File: src/rtl/wdt_pkg.sv
package wdt_pkg;
  localparam int unsigned ADDR_W = 2;
  localparam int unsigned DATA_W = 8;
  localparam int unsigned CTL_W  = 4;

  localparam logic [ADDR_W-1:0] ADDR_CTRL = 2'd0;
  localparam logic [ADDR_W-1:0] ADDR_MODE = 2'd1;
  localparam logic [ADDR_W-1:0] ADDR_KEY  = 2'd2;

  localparam logic [DATA_W-1:0] KEY_FIRST  = 8'hAA;
  localparam logic [DATA_W-1:0] KEY_SECOND = 8'h55;

  localparam int unsigned BIT_IFLAG   = 3;
  localparam int unsigned BIT_RCAUSE  = 2;
  localparam int unsigned BIT_RSTEN   = 1;
  localparam int unsigned BIT_RESTART = 0;

  typedef enum logic {UL_IDLE, UL_ARMED} unlock_e;
endpackage

File: src/rtl/wdt_unlock.sv
module wdt_unlock
  import wdt_pkg::*;
#(
  parameter int unsigned WIN = 4
) (
  input  logic              clk_i,
  input  logic              rst_ni,
  input  logic              abort_i,
  input  logic              key_we_i,
  input  logic              ctl_we_i,
  input  logic [DATA_W-1:0] data_i,
  output logic              open_o
);
  localparam int unsigned WIN_W = $clog2(WIN + 1);

  unlock_e          state_q;
  logic [WIN_W-1:0] win_q;
  logic             seq_ok;

  assign seq_ok = (state_q == UL_ARMED) && key_we_i && (data_i == KEY_SECOND);
  assign open_o = (win_q != '0);

  // first key byte must be followed on the very next clock by the second
  always_ff @(posedge clk_i or negedge rst_ni) begin
    if (!rst_ni) begin
      state_q <= UL_IDLE;
    end else if (abort_i) begin
      state_q <= UL_IDLE;
    end else begin
      state_q <= (key_we_i && data_i == KEY_FIRST) ? UL_ARMED : UL_IDLE;
    end
  end

  always_ff @(posedge clk_i or negedge rst_ni) begin
    if (!rst_ni) begin
      win_q <= '0;
    end else if (abort_i) begin
      win_q <= '0;
    end else if (seq_ok) begin
      win_q <= WIN_W'(WIN);
    end else if (ctl_we_i && open_o) begin
      win_q <= '0;
    end else if (open_o) begin
      win_q <= win_q - WIN_W'(1);
    end
  end
endmodule

File: src/rtl/wdt_counter.sv
module wdt_counter #(
  parameter int unsigned EXP0  = 17,
  parameter int unsigned STEP  = 3,
  parameter int unsigned GRACE = 512,
  parameter int unsigned CNT_W = 27
) (
  input  logic             clk_i,
  input  logic             rst_ni,
  input  logic             clear_i,
  input  logic             rst_en_i,
  input  logic [1:0]       mode_i,
  output logic             int_hit_o,
  output logic             fire_o,
  output logic             pulse_o,
  output logic [CNT_W-1:0] cnt_o
);
  localparam logic [CNT_W-1:0] ONE   = CNT_W'(1);
  localparam logic [CNT_W-1:0] GRC_C = CNT_W'(GRACE);

  logic [CNT_W-1:0] lim_tbl [4];
  logic [CNT_W-1:0] cnt_q;
  logic [CNT_W-1:0] int_lim;
  logic [CNT_W-1:0] rst_lim;
  logic             pulse_q;

  for (genvar m = 0; m < 4; m++) begin : g_lim
    localparam int unsigned EXP_M = EXP0 + m * STEP;
    assign lim_tbl[m] = ONE << EXP_M;
  end

  assign int_lim   = lim_tbl[mode_i];
  assign rst_lim   = int_lim + GRC_C;
  assign int_hit_o = !clear_i && (cnt_q == int_lim - ONE);
  assign fire_o    = !clear_i && rst_en_i && (cnt_q == rst_lim - ONE);
  assign pulse_o   = pulse_q;
  assign cnt_o     = cnt_q;

  // free-running when reset stage is off; wraps at 2^CNT_W
  always_ff @(posedge clk_i or negedge rst_ni) begin
    if (!rst_ni) begin
      cnt_q   <= '0;
      pulse_q <= 1'b0;
    end else begin
      pulse_q <= fire_o;
      if (clear_i || fire_o) cnt_q <= '0;
      else                   cnt_q <= cnt_q + ONE;
    end
  end
endmodule

File: src/rtl/wdt_regs.sv
module wdt_regs
  import wdt_pkg::*;
(
  input  logic              clk_i,
  input  logic              rst_ni,
  input  logic              we_i,
  input  logic [ADDR_W-1:0] addr_i,
  input  logic [CTL_W-1:0]  wdata_i,
  input  logic              open_i,
  input  logic              int_hit_i,
  input  logic              fire_i,
  output logic              iflag_o,
  output logic              rcause_o,
  output logic              rst_en_o,
  output logic [1:0]        mode_o,
  output logic              restart_o,
  output logic              ctl_we_o,
  output logic              key_we_o,
  output logic [DATA_W-1:0] rdata_o
);
  logic iflag_q, rcause_q, rst_en_q;
  logic [1:0] mode_q;
  logic prot_ok;

  assign ctl_we_o  = we_i && (addr_i == ADDR_CTRL);
  assign key_we_o  = we_i && (addr_i == ADDR_KEY);
  assign prot_ok   = ctl_we_o && open_i;
  assign restart_o = prot_ok && wdata_i[BIT_RESTART];

  always_ff @(posedge clk_i or negedge rst_ni) begin
    if (!rst_ni) begin
      iflag_q  <= 1'b0;
      rcause_q <= 1'b0;
      rst_en_q <= 1'b0;
      mode_q   <= 2'b00;
    end else begin
      // hardware events win over software in the same cycle
      if (fire_i)         iflag_q <= 1'b0;
      else if (int_hit_i) iflag_q <= 1'b1;
      else if (prot_ok)   iflag_q <= wdata_i[BIT_IFLAG];

      if (fire_i)                                rcause_q <= 1'b1;
      else if (ctl_we_o && !wdata_i[BIT_RCAUSE]) rcause_q <= 1'b0;

      if (prot_ok) rst_en_q <= wdata_i[BIT_RSTEN];

      if (we_i && addr_i == ADDR_MODE) mode_q <= wdata_i[1:0];
    end
  end

  assign iflag_o  = iflag_q;
  assign rcause_o = rcause_q;
  assign rst_en_o = rst_en_q;
  assign mode_o   = mode_q;

  always_comb begin
    rdata_o = '0;
    unique case (addr_i)
      ADDR_CTRL: begin
        rdata_o[BIT_IFLAG]  = iflag_q;
        rdata_o[BIT_RCAUSE] = rcause_q;
        rdata_o[BIT_RSTEN]  = rst_en_q;
      end
      ADDR_MODE: rdata_o[1:0] = mode_q;
      default:   rdata_o = '0;
    endcase
  end
endmodule

File: src/rtl/wdt_ctrl.sv
module wdt_ctrl
  import wdt_pkg::*;
#(
  parameter int unsigned EXP0  = 17,
  parameter int unsigned STEP  = 3,
  parameter int unsigned GRACE = 512,
  parameter int unsigned WIN   = 4
) (
  input  logic              clk_i,
  input  logic              rst_ni,
  input  logic [ADDR_W-1:0] addr_i,
  input  logic [DATA_W-1:0] wdata_i,
  input  logic              we_i,
  input  logic              irq_en_i,
  output logic [DATA_W-1:0] rdata_o,
  output logic              irq_o,
  output logic              wdt_rst_o
);
  localparam int unsigned MAX_EXP = EXP0 + 3 * STEP;
  localparam int unsigned CNT_W   = MAX_EXP + 1;

  logic             ta_open, ctl_we, key_we, restart, fire, int_hit;
  logic             iflag, rcause, rst_en;
  logic [1:0]       mode;
  logic [CNT_W-1:0] cnt;

  wdt_unlock #(.WIN(WIN)) u_unlock (
    .clk_i    (clk_i),
    .rst_ni   (rst_ni),
    .abort_i  (fire),
    .key_we_i (key_we),
    .ctl_we_i (ctl_we),
    .data_i   (wdata_i),
    .open_o   (ta_open)
  );

  wdt_regs u_regs (
    .clk_i     (clk_i),
    .rst_ni    (rst_ni),
    .we_i      (we_i),
    .addr_i    (addr_i),
    .wdata_i   (wdata_i[CTL_W-1:0]),
    .open_i    (ta_open),
    .int_hit_i (int_hit),
    .fire_i    (fire),
    .iflag_o   (iflag),
    .rcause_o  (rcause),
    .rst_en_o  (rst_en),
    .mode_o    (mode),
    .restart_o (restart),
    .ctl_we_o  (ctl_we),
    .key_we_o  (key_we),
    .rdata_o   (rdata_o)
  );

  wdt_counter #(
    .EXP0 (EXP0),
    .STEP (STEP),
    .GRACE(GRACE),
    .CNT_W(CNT_W)
  ) u_cnt (
    .clk_i     (clk_i),
    .rst_ni    (rst_ni),
    .clear_i   (restart),
    .rst_en_i  (rst_en),
    .mode_i    (mode),
    .int_hit_o (int_hit),
    .fire_o    (fire),
    .pulse_o   (wdt_rst_o),
    .cnt_o     (cnt)
  );

  assign irq_o = iflag && irq_en_i;
endmodule

File: config.mk
export PLATFORM = sky130hd
export DESIGN_NAME = wdt_ctrl
export DESIGN_NICKNAME = d
export VERILOG_FILES = /design/src/rtl/wdt_pkg.sv /design/src/rtl/wdt_unlock.sv /design/src/rtl/wdt_counter.sv /design/src/rtl/wdt_regs.sv /design/src/rtl/wdt_ctrl.sv
export SDC_FILE = /design/constraint.sdc
export NUM_CORES = 1
export LEC_CHECK = 0
export ABC_AREA = 1
export BUFFER_PORTS_ARGS = -buffer_cell sky130_fd_sc_hd__buf_2
export CORE_MARGIN = 2
export CORE_UTILIZATION = 45
export CTS_CLUSTER_SIZE = 30
export DETAILED_ROUTE_END_ITERATION = 6
export PLACE_DENSITY = 0.59
export SLEW_MARGIN = 40
export SYNTH_ARGS = -nofsm -noshare
export SYNTH_HDL_FRONTEND = slang
export SYNTH_HIERARCHICAL = 1
export SYNTH_SLANG_ARGS = --single-unit
File: constraint.sdc
create_clock -name clk_i -period 3.3 [get_ports clk_i]
set_clock_uncertainty 0.1 [all_clocks]
set_input_delay 0.33 -clock clk_i [delete_from_list [all_inputs] [get_ports clk_i]]
set_output_delay 0.33 -clock clk_i [all_outputs]
set_load 0.02 [all_outputs]
==> reports/results.ini <==
[run_status]
status=finished clean

[power_and_ir_drop]
p_per_area_nw_per_um2=485
swShare_pct=36.6
power_frac_seq_pct=45.7
power.switching_mw=0.479
power_leakage_nw=1.32
p_clk_share_pct=24.9
comb_power_share_pct=29.4
internal_power_mw=0.830
vdd_drop_max_v=0.000322

[die]
die_area_um2=6080
die_h_um=78.0
dieWidth_um=78.0
io_pins=24
start_util_pct=47.3
fp-row-count=26
design.core.area_um2=5200

[cells_and_area]
area_delta_synth_final_pct=9.76
regArea_um2=926
diodes=0
drive_gt1_share_pct=12.1
nets=412
final_util_pct=51.9
multi_input_area_um2=1300
final_area_um2=2700
fill_cells=556

[drt]
dr.pass1.iters=4
viasPerCell=4.66
wl_per_cell_um=11.7
drc_errors=0
route.vias.total=2173
totalWireLength_um=5450
ant_nets=0
drt_iter0_markers=92

[clock_tree]
cts_sinks=37
htreeDepth=2
cts_buffers=5
clk_latency_ns=0.30
cts.repair.resized=0
cts_tree=done
cts.clk_slew.worst_paths_ns=0.08
clockBufferDepth=2
cts-root-buf=clkbuf_8

[timing]
max_freq_mhz=421
slew_viol_final=0
hold_viol_final=0
setup_viol=0
finalCriticalPeriod_ns=2.38
rsz0062_at_grt=false
tns_ns=0
finalCritPeriodShare_pct=72.0

[placed_design]
dpl.hpwl_um=4160
placed_area_um2=2600
io_buffer_count=19
gp_congestion=0.880

[synthesis]
synth_top_area_cell=dfrtp_1
synth.distinct_cells=28
synth_cells=372
syn_avg_cell_area_um2=6.62
netlist_area_um2=2460
ys_warn_count=6
synth.area.top_cells=dfrtp_1, nand2_1, nor2_1
synth_top_area_share_pct=37.6
ys_seq_area_share_pct=37.6
ys_ff_latch=37

[worst_setup_path]
crit_path_end_kind=flop
critPathMaxFanout=7
cp.arrival_ns=2.48
cp.required_ns=3.40
worstSetupStartpointType=flop
path_class=reg2reg

[global_route]
track_usage_pct=20.3
grt_max_degree=38
overflow=0
antenna_found_initial=0
grt_pass1_vias=2107
grt_pass1_wl_um=9680

[min_path]
hp-class=in2reg

[run]
maxCapViolations=0

## worst paths after layout
kind	startpoint	endpoint	slack [ns]	cells after the start
max	u_unlock/win_q[0]	u_unlock/win_q[0]	0.92	17
min	wdata_i[6]	u_unlock/state_q	0.18	4
max reg2reg	u_unlock/win_q[0]	u_unlock/win_q[0]	0.92	17
min reg2reg	u_regs/rcause_o	u_regs/rcause_o	0.43	2
max in group asynchronous	rst_ni	u_cnt/cnt_o[8]	2.34	2
min in group asynchronous	rst_ni	u_cnt/cnt_o[7]	0.43	2
## sequential cells by signal (all words and copies together), names as in the netlist
name              cells
u_cnt/cnt_o          27
u_cnt/pulse_o         1
u_regs/iflag_o        1
u_regs/mode_o         2
u_regs/rcause_o       1
u_regs/rst_en_o       1
u_unlock/state_q      1
u_unlock/win_q        3
## placed cells by master (no fill, tap or decap), drive strengths merged
master	Yosys	routed
nand2	122	122
nor2	94	94
inv	50	50
dfrtp	37	37
nand3	24	24
buf	6	19
xor2	8	8
xnor2	7	7
o21ai	6	6
clkbuf	1	5
nand4	5	5
conb	1	4
nor3	3	3
ha	3	3
clkinv	0	3
a21oi	2	2
dlygate4sd3	0	1
o22ai	1	1
and3	1	1
o21bai	1	1
## per-stage QoR
step | hold slack [ns] | total power [mW] | instances | setup slack (ns)
finish | 0.180 | 1.31 | 466 | 0.924
global route | 0.180 | 1.42 | 466 | 0.740
CTS | 0.164 | 1.33 | 466 | 0.939
detailed placement | 0.233 | 0.993 | 457 | 0.958
global placement | 0.391 | 0.986 | 457 | 1.09
floorplan | -0.0656 | 0.907 | 375 | 1.21
## timing repair
item	CTS	global route
endpoints found under the hold margin	37	0
hold buffers	1	0
setup buffers	0	0
## synth_stat cells, drive strengths merged
cell type,n
o22ai,1
nand4,5
nor3,3
xnor2,7
nor2,94
clkbuf,1
o21ai,6
and3,1
o21bai,1
buf,6
dfrtp,37
conb,1
a21oi,2
nand3,24
nand2,122
inv,50
xor2,8
ha,3
## critical path, cell delays in order (launching register included)
cell     delay, ns
dfrtp_1       0.38
inv_1         0.10
ha_1          0.20
nand2_4       0.09
nand3_4       0.11
nor2_1        0.06
inv_1         0.13
nand2_1       0.07
nor2_1        0.13
nand3_1       0.09
nor2_1        0.14
nand3_2       0.11
inv_1         0.25
inv_2         0.08
nand4_1       0.10
nand2_1       0.05
nand2_1       0.05
inv_1         0.03
## cell type report
| type | count | area share [%] |
|---|---|---|
| Clock buffer | 5 | 2.55 |
| Tap cell | 70 | 3.24 |
| Sequential cell | 37 | 34.3 |
| Multi-Input combinational cell | 281 | 48.2 |
| Clock inverter | 3 | 0.834 |
| Inverter | 50 | 6.95 |
| Timing Repair Buffer | 20 | 3.98 |
## routing by layer
layer  share of wire (%)  vias up  wire, µm  track usage, %
met2                  42       33      2280            30.3
li1                    -     1162         -               -
met1                  53      971      2890            29.7
met4                 1.5        0        81            6.84
met3                 3.8        7       207            3.60
met5                   0        -         0               0
## power groups by stage
stage / sequential [mW] / clock [mW] / combinational [mW]
global placement: 0.608 / 0 / 0.379
global route: 0.613 / 0.356 / 0.450
finish: 0.599 / 0.326 / 0.385
detailed placement: 0.608 / 0 / 0.385
floorplan: 0.594 / 0 / 0.313
CTS: 0.599 / 0.343 / 0.387
## logic make-up (layout without fill, tap and decap cells)
family | Yosys count | count (layout) | share of synthesized area (%)
adder cells (fa/ha/maj) | 3 | 3 | 1.53
AND/OR/NAND/NOR | 249 | 249 | 43.1
XOR/XNOR | 15 | 15 | 5.34
flip-flops | 37 | 37 | 37.6
AO/OA/AOI/OAI | 10 | 10 | 2.34
other | 1 | 4 | 0.152
buffers and inverters | 57 | 78 | 9.96
Power figures use the tool's default switching activity.
